===== src/rtl/brg_pkg.sv =====
package brg_pkg;
  typedef enum logic [1:0] {
    PH_IDLE   = 2'd0,
    PH_SETUP  = 2'd1,
    PH_ENABLE = 2'd2
  } phase_t;

  localparam logic [1:0] TR_IDLE   = 2'b00;
  localparam logic [1:0] TR_BUSY   = 2'b01;
  localparam logic [1:0] TR_NONSEQ = 2'b10;
  localparam logic [1:0] TR_SEQ    = 2'b11;
endpackage


===== src/rtl/brg_decode.sv =====
// Second-level decode of the registered address into one-hot selects,
// plus the read-data multiplexer steered by the same selects.
module brg_decode #(
  parameter int HI_W      = 4,   // address bits from SLOT_LSB upward
  parameter int SLOT_BITS = 3,
  parameter int NPER      = 5,
  parameter int DATA_W    = 32
) (
  input  logic [HI_W-1:0]        addr_hi,
  input  logic [NPER*DATA_W-1:0] rd_bus,
  output logic [NPER-1:0]        hit_vec,
  output logic [DATA_W-1:0]      rd_sel
);
  logic [SLOT_BITS-1:0] slot;
  logic                 upper_zero;

  assign slot = addr_hi[SLOT_BITS-1:0];

  generate
    if (HI_W > SLOT_BITS) begin : g_upper
      assign upper_zero = (addr_hi[HI_W-1:SLOT_BITS] == '0);
    end else begin : g_noupper
      assign upper_zero = 1'b1;
    end
  endgenerate

  generate
    for (genvar i = 0; i < NPER; i++) begin : g_line
      assign hit_vec[i] = upper_zero && (slot == SLOT_BITS'(i));
    end
  endgenerate

  always_comb begin
    rd_sel = '0;
    for (int i = 0; i < NPER; i++) begin
      if (hit_vec[i]) rd_sel = rd_sel | rd_bus[i*DATA_W +: DATA_W];
    end
  end
endmodule


===== src/rtl/brg_seq.sv =====
// Two-cycle peripheral access sequencer: idle -> setup -> enable.
module brg_seq
  import brg_pkg::*;
(
  input  logic   clk,
  input  logic   rst,
  input  logic   start,
  output phase_t phase
);
  phase_t nxt;

  always_comb begin
    case (phase)
      PH_IDLE:   nxt = start ? PH_SETUP : PH_IDLE;
      PH_SETUP:  nxt = PH_ENABLE;
      PH_ENABLE: nxt = start ? PH_SETUP : PH_IDLE;
      default:   nxt = PH_IDLE;
    endcase
  end

  always_ff @(posedge clk) begin
    if (rst) phase <= PH_IDLE;
    else     phase <= nxt;
  end

  assert_setup_then_enable_R3: assert property (@(posedge clk) disable iff (rst)
    (phase == PH_SETUP) |=> (phase == PH_ENABLE));

  assert_enable_to_idle_R5: assert property (@(posedge clk) disable iff (rst)
    (phase == PH_ENABLE && !start) |=> (phase == PH_IDLE));
endmodule


===== src/rtl/brg_front.sv =====
// System-bus slave side: acceptance, capture of address/control/data,
// stall control and read-data return.
module brg_front
  import brg_pkg::*;
#(
  parameter int ADDR_W = 16,
  parameter int DATA_W = 32
) (
  input  logic              clk,
  input  logic              rst,
  input  logic              bus_sel,
  input  logic [1:0]        bus_trans,
  input  logic [ADDR_W-1:0] bus_addr,
  input  logic              bus_write,
  input  logic [DATA_W-1:0] bus_wdata,
  input  logic              bus_ready_in,
  input  phase_t            phase,
  input  logic [DATA_W-1:0] rd_sel,
  output logic              start,
  output logic [ADDR_W-1:0] addr_q,
  output logic              write_q,
  output logic [DATA_W-1:0] wdata_q,
  output logic              ready_q,
  output logic [DATA_W-1:0] rdata_q
);
  logic active_type;

  assign active_type = (bus_trans == TR_NONSEQ) || (bus_trans == TR_SEQ);
  assign start       = bus_sel && active_type && bus_ready_in;

  always_ff @(posedge clk) begin
    if (rst) begin
      addr_q  <= '0;
      write_q <= 1'b0;
      wdata_q <= '0;
      ready_q <= 1'b1;
      rdata_q <= '0;
    end else begin
      if (phase == PH_SETUP) wdata_q <= bus_wdata;
      if (phase == PH_ENABLE) begin
        ready_q <= 1'b1;
        rdata_q <= write_q ? '0 : rd_sel;
      end
      if (start) begin
        addr_q  <= bus_addr;
        write_q <= bus_write;
        ready_q <= 1'b0;
      end
    end
  end

  assert_stall_after_accept_R9: assert property (@(posedge clk) disable iff (rst)
    start |=> !ready_q);

  assert_ignored_no_stall_R8: assert property (@(posedge clk) disable iff (rst)
    (ready_q && bus_ready_in && !(bus_sel && active_type)) |=> ready_q);
endmodule


===== src/rtl/sysbus_periph_bridge.sv =====
module sysbus_periph_bridge
  import brg_pkg::*;
#(
  parameter int ADDR_W    = 16,
  parameter int DATA_W    = 32,
  parameter int NPER      = 5,
  parameter int SLOT_LSB  = 12,
  parameter int SLOT_BITS = 3
) (
  input  logic                   clk,
  input  logic                   rst,
  input  logic                   bus_sel,
  input  logic [1:0]             bus_trans,
  input  logic [ADDR_W-1:0]      bus_addr,
  input  logic                   bus_write,
  input  logic [DATA_W-1:0]      bus_wdata,
  input  logic                   bus_ready_in,
  output logic [DATA_W-1:0]      bus_rdata,
  output logic                   bus_ready_out,
  output logic                   bus_resp,
  output logic [NPER-1:0]        per_sel,
  output logic                   per_enable,
  output logic                   per_write,
  output logic [ADDR_W-1:0]      per_addr,
  output logic [DATA_W-1:0]      per_wdata,
  input  logic [NPER*DATA_W-1:0] per_rdata
);
  localparam int HI_W = ADDR_W - SLOT_LSB;

  phase_t            phase;
  logic              start;
  logic [ADDR_W-1:0] addr_q;
  logic              write_q;
  logic [DATA_W-1:0] wdata_q;
  logic [NPER-1:0]   hit_vec;
  logic [DATA_W-1:0] rd_sel;

  brg_front #(.ADDR_W(ADDR_W), .DATA_W(DATA_W)) u_front (
    .clk(clk), .rst(rst), .bus_sel(bus_sel), .bus_trans(bus_trans),
    .bus_addr(bus_addr), .bus_write(bus_write), .bus_wdata(bus_wdata),
    .bus_ready_in(bus_ready_in), .phase(phase), .rd_sel(rd_sel),
    .start(start), .addr_q(addr_q), .write_q(write_q), .wdata_q(wdata_q),
    .ready_q(bus_ready_out), .rdata_q(bus_rdata)
  );

  brg_seq u_seq (.clk(clk), .rst(rst), .start(start), .phase(phase));

  brg_decode #(.HI_W(HI_W), .SLOT_BITS(SLOT_BITS), .NPER(NPER), .DATA_W(DATA_W)) u_dec (
    .addr_hi(addr_q[ADDR_W-1:SLOT_LSB]), .rd_bus(per_rdata),
    .hit_vec(hit_vec), .rd_sel(rd_sel)
  );

  assign per_sel    = (phase != PH_IDLE) ? hit_vec : '0;
  assign per_enable = (phase == PH_ENABLE);
  assign per_write  = write_q;
  assign per_addr   = addr_q;
  assign per_wdata  = wdata_q;
  assign bus_resp   = 1'b0;

  assert_sel_onehot_R7: assert property (@(posedge clk) disable iff (rst)
    $onehot0(per_sel));

  assert_enable_holds_R4: assert property (@(posedge clk) disable iff (rst)
    per_enable |-> ($stable(per_addr) && $stable(per_sel) && $stable(per_write)));

  assert_ready_after_enable_R9: assert property (@(posedge clk) disable iff (rst)
    per_enable |=> bus_ready_out);
endmodule


===== config.mk =====
export PLATFORM = sky130hd
export DESIGN_NAME = sysbus_periph_bridge
export DESIGN_NICKNAME = d
export VERILOG_FILES = /design/src/rtl/brg_pkg.sv /design/src/rtl/brg_decode.sv /design/src/rtl/brg_seq.sv /design/src/rtl/brg_front.sv /design/src/rtl/sysbus_periph_bridge.sv
export SDC_FILE = /design/constraint.sdc
export NUM_CORES = 1
export LEC_CHECK = 0
export ABC_CLOCK_PERIOD_IN_PS = 1900
export BUFFER_PORTS_ARGS = -buffer_cell sky130_fd_sc_hd__buf_4
export CORE_AREA = 2 2 117 119
export DETAILED_ROUTE_END_ITERATION = 8
export DIE_AREA = 0 0 119 121
export HOLD_SLACK_MARGIN = 0.12
export PLACE_DENSITY = 0.69
export SYNTH_ARGS = -nofsm -noshare
export SYNTH_HDL_FRONTEND = slang
export SYNTH_SLANG_ARGS = --single-unit

===== constraint.sdc =====
create_clock -name clk -period 1.9 [get_ports clk]
set_clock_uncertainty 0.15 [all_clocks]
set_input_delay 0.19 -clock clk [delete_from_list [all_inputs] [get_ports clk]]
set_output_delay 0.19 -clock clk [all_outputs]
set_load 0.05 [all_outputs]

==> key figures <==
Critical path
  – Critical path's top delay family: simple AND/OR/NAND/NOR gates
  – Cell Chain, Critical Path: buf_6 > nor2_4 > or3b_4 > nor3_4 > buf_6
  – Arrival time worst endpoint: 1.55 ns
  – Top fanout value on the critical path: 4
  – Worst r2r src: u_seq.phase[0]$_SDFF_PP0_
  – Crit Path Class: register to primary output
  – R2r setup slk: 0.06 ns
  – CP startpoint kind: register
  – Reg2Reg Depth: 4
  – Reg2reg end: u_front.rdata_q[31]$_SDFFE_PP0P_
  – Crit path depth: 5
  – Crit path buf inv count: 2
  – Max incr delay on CP: 0.42 ns
  – Crit path top cell by count: buf_6
  – CP max-delay cell: or3b_4
  – Endpoint class of the critical path: primary output
  – Critical Path RT: 1.56 ns

Drt
  – Vias after detailed routing: 5,585
  – Initial DRC Count: 543
  – Routed Antenna Nets: 0
  – Detailed Routing Iterations Pass 1: 5
  – Final wirelength: 19,600 um
  – Via-to-Cell Ratio: 5.20
  – Remaining DRCs: 0
  – Average wire per standard cell: 18.2 um

CTS
  – H-Tree Depth: 3
  – CTS tree: yes
  – Clock sinks: 84
  – Clock root buffer: clkbuf_16
  – Max Root-Sink Buffers: 2
  – Clock latency on the worst-skew pair: 0.34 ns
  – Clock slew at reported path FFs: 0.06 ns
  – Cts bufs inserted: 9

Finish
  – Fin cells: 1,075
  – Most frequent cells in the layout: buf_4 (308), dlygate4sd3_1 (145), nand2_1 (98)
  – Area added between synthesis and finish: 103%
  – Most common cell after layout, fill and taps aside: buf_4
  – Share of cells above drive strength 1: 0.467
  – Fin util: 0.656
  – Fillers: 960
  – Layout Nets: 1,107
  – Finished Cell Area: 8580 um2

Floorplan
  – Die width: 119 um
  – Std cell rows: 42
  – Die ar.: 14,400 um2
  – Initial cell density of the core: 0.323
  – Core area: 13,100 um2
  – Die H: 121 um
  – Boundary Pins: 304

Yosys
  – Count of unique library cells instantiated by Yosys: 27
  – Synth warn: 0
  – Syn_nets: 683
  – Sequential area share after synthesis: 0.398
  – Avg Synthesized Cell Area: 9.04 um2
  – Synth Instances: 468
  – Post-Syn Area: 4230 um2
  – Yosys reg bits: 84

Power
  – Leakage: 3.60 nW
  – Peak supply drop: 0.000541 V
  – P per Cell Area: 547 nW/um2
  – Total power: 4.69 mW

Placement
  – Detailed Place HPWL: 12,000 um
  – IO buf count: 301
  – Post-DP Area: 6760 um2
  – Cell total after placement: 910
  – GP Congestion: 0.818

Run status
  – Outcome: completed

Min path
  – Hold Path Origin: per_rdata[85]
  – Hold Path Stages: 4
  – Hold crit path type: input port to register
  – Min-Delay Endpoint: u_front.rdata_q[21]$_SDFFE_PP0P_

STA
  – Setup TNS: 0 ns
  – Final Hold Fails: 0
  – Max_slew headroom: 0.454
  – RSZ-0062 raised after global routing: yes
  – Slew Limit Fails: 0
  – Worst slew pin tran: 0.819 ns
  – Fmax: 530 MHz
  – Final worst path period share: 0.994
  – Setup-failing EPs final: 0
  – Min Tclk post-route: 1.89 ns

Global routing
  – GRT Resource Usage Total: 0.266
  – Vias in the first global route: 5,702
  – Grt ovf: 0
  – First-pass GRT wire length: 30,000 um
  – Pin count of the biggest net entering global routing: 85
  – Initial antenna violation count: 1

Run
  – Max Cap Viol: 0
[worst max path at each step]
stage                                         start                               end  slack, ns
CTS                       u_seq.phase[1]$_SDFF_PP0_                        per_sel[1]     -0.007
detailed placement                              rst  u_front.rdata_q[31]$_SDFFE_PP0P_      -0.04
floorplan           u_front.addr_q[12]$_SDFFE_PP0P_                        per_sel[1]      -0.16
finish                    u_seq.phase[1]$_SDFF_PP0_                        per_sel[1]       0.01
global placement                                rst  u_front.rdata_q[31]$_SDFFE_PP0P_      -0.02
global route              u_seq.phase[1]$_SDFF_PP0_                        per_sel[1]      -0.06
[cell usage after synthesis]
| master | instances | share of area |
|---|---|---|
| a21o_1 | 1 | 0.0018 |
| a21oi_1 | 49 | 0.058 |
| a22oi_1 | 64 | 0.11 |
| and3_1 | 1 | 0.0015 |
| buf_1 | 1 | 0.00089 |
| buf_2 | 2 | 0.0024 |
| buf_4 | 1 | 0.0018 |
| buf_6 | 4 | 0.011 |
| clkbuf_1 | 43 | 0.038 |
| conb_1 | 1 | 0.00089 |
| dfxtp_1 | 84 | 0.40 |
| inv_1 | 1 | 0.00089 |
| mux2_2 | 32 | 0.085 |
| nand2_1 | 98 | 0.087 |
| nand2b_1 | 5 | 0.0074 |
| nand3_1 | 1 | 0.0012 |
| nand3b_1 | 32 | 0.057 |
| nor2_1 | 3 | 0.0027 |
| nor2b_1 | 4 | 0.0059 |
| nor3_1 | 2 | 0.0024 |
| nor3b_1 | 1 | 0.0018 |
| nor4_1 | 3 | 0.0044 |
| o221ai_1 | 2 | 0.0041 |
| o221ai_2 | 30 | 0.11 |
| or3_1 | 1 | 0.0015 |
| or3b_2 | 1 | 0.0021 |
| or4b_4 | 1 | 0.0033 |
[worst register-to-register path, cell delays in order, from the launching register on]
cell	delay [ns]
dfxtp_2	0.32
or4b_4	0.51
or3_4	0.41
buf_12	0.20
o221ai_2	0.17
[final cells by class]
cell class	count	area (um2)	share of cell area
repair buffers	464	3950	0.460
flip-flops and latches	84	1700	0.198
well taps	176	220	0.0257
diodes	2	5.00	0.000583
inverters	1	3.75	0.000437
clock inverters	6	47.5	0.00554
clock buffers	10	239	0.0279
multi-input cells	332	2420	0.282
[per-layer routing]
layer | GRT usage | routed length (um) | share of wire | vias up
li1 | - | - | - | 2582
met1 | 0.301 | 7470 | 0.38 | 2611
met2 | 0.448 | 9460 | 0.48 | 315
met3 | 0.0724 | 1630 | 0.083 | 77
met4 | 0.161 | 1010 | 0.051 | 0
met5 | 0 | 0 | 0 | -
[flip-flops by register name, indices dropped and copies added (netlist names)]
name / flops
u_front.addr_q: 16
u_front.write_q: 1
u_front.wdata_q: 32
u_front.ready_q: 1
u_seq.phase: 2
u_front.rdata_q: 32
[metrics by stage]
stage	hold WS (ns)	setup WS (ns)
2_1_floorplan	0.166	-0.158
3_3_place_gp	0.287	-0.0169
3_5_place_dp	0.296	-0.0421
4_1_cts	0.133	-0.00707
5_1_grt	0.161	-0.0577
6_report	0.151	0.0118
[repair_timing]
| action | in CTS | in global routing |
|---|---|---|
| hold buffers | 145 | 0 |
| endpoints found under the hold margin | 81 | 0 |
| pin swaps | 2 | 1 |
| endpoints found under the setup margin | 3 | 19 |
| buffers inserted | 1 | 0 |
| gates cloned | 1 | 0 |
| resized for setup | 7 | 5 |
[cells by family after synthesis]
family	count (synthesis)	share of synthesized area
buffers and inverters	52	0.0547
muxes	32	0.0852
other	1	0.000886
AOI/OAI and AO/OA	146	0.284
DFF	84	0.398
and+or+nand+nor	153	0.178
[where the power goes]
part	total (mW)	internal [mW]	switching [mW]	leakage [nW]
Combinational	1.18	0.676	0.501	2.77
Clock	1.69	0.935	0.750	0.145
Sequential	1.83	1.80	0.0303	0.683
Note: power is estimated with default switching activity, not from simulation.
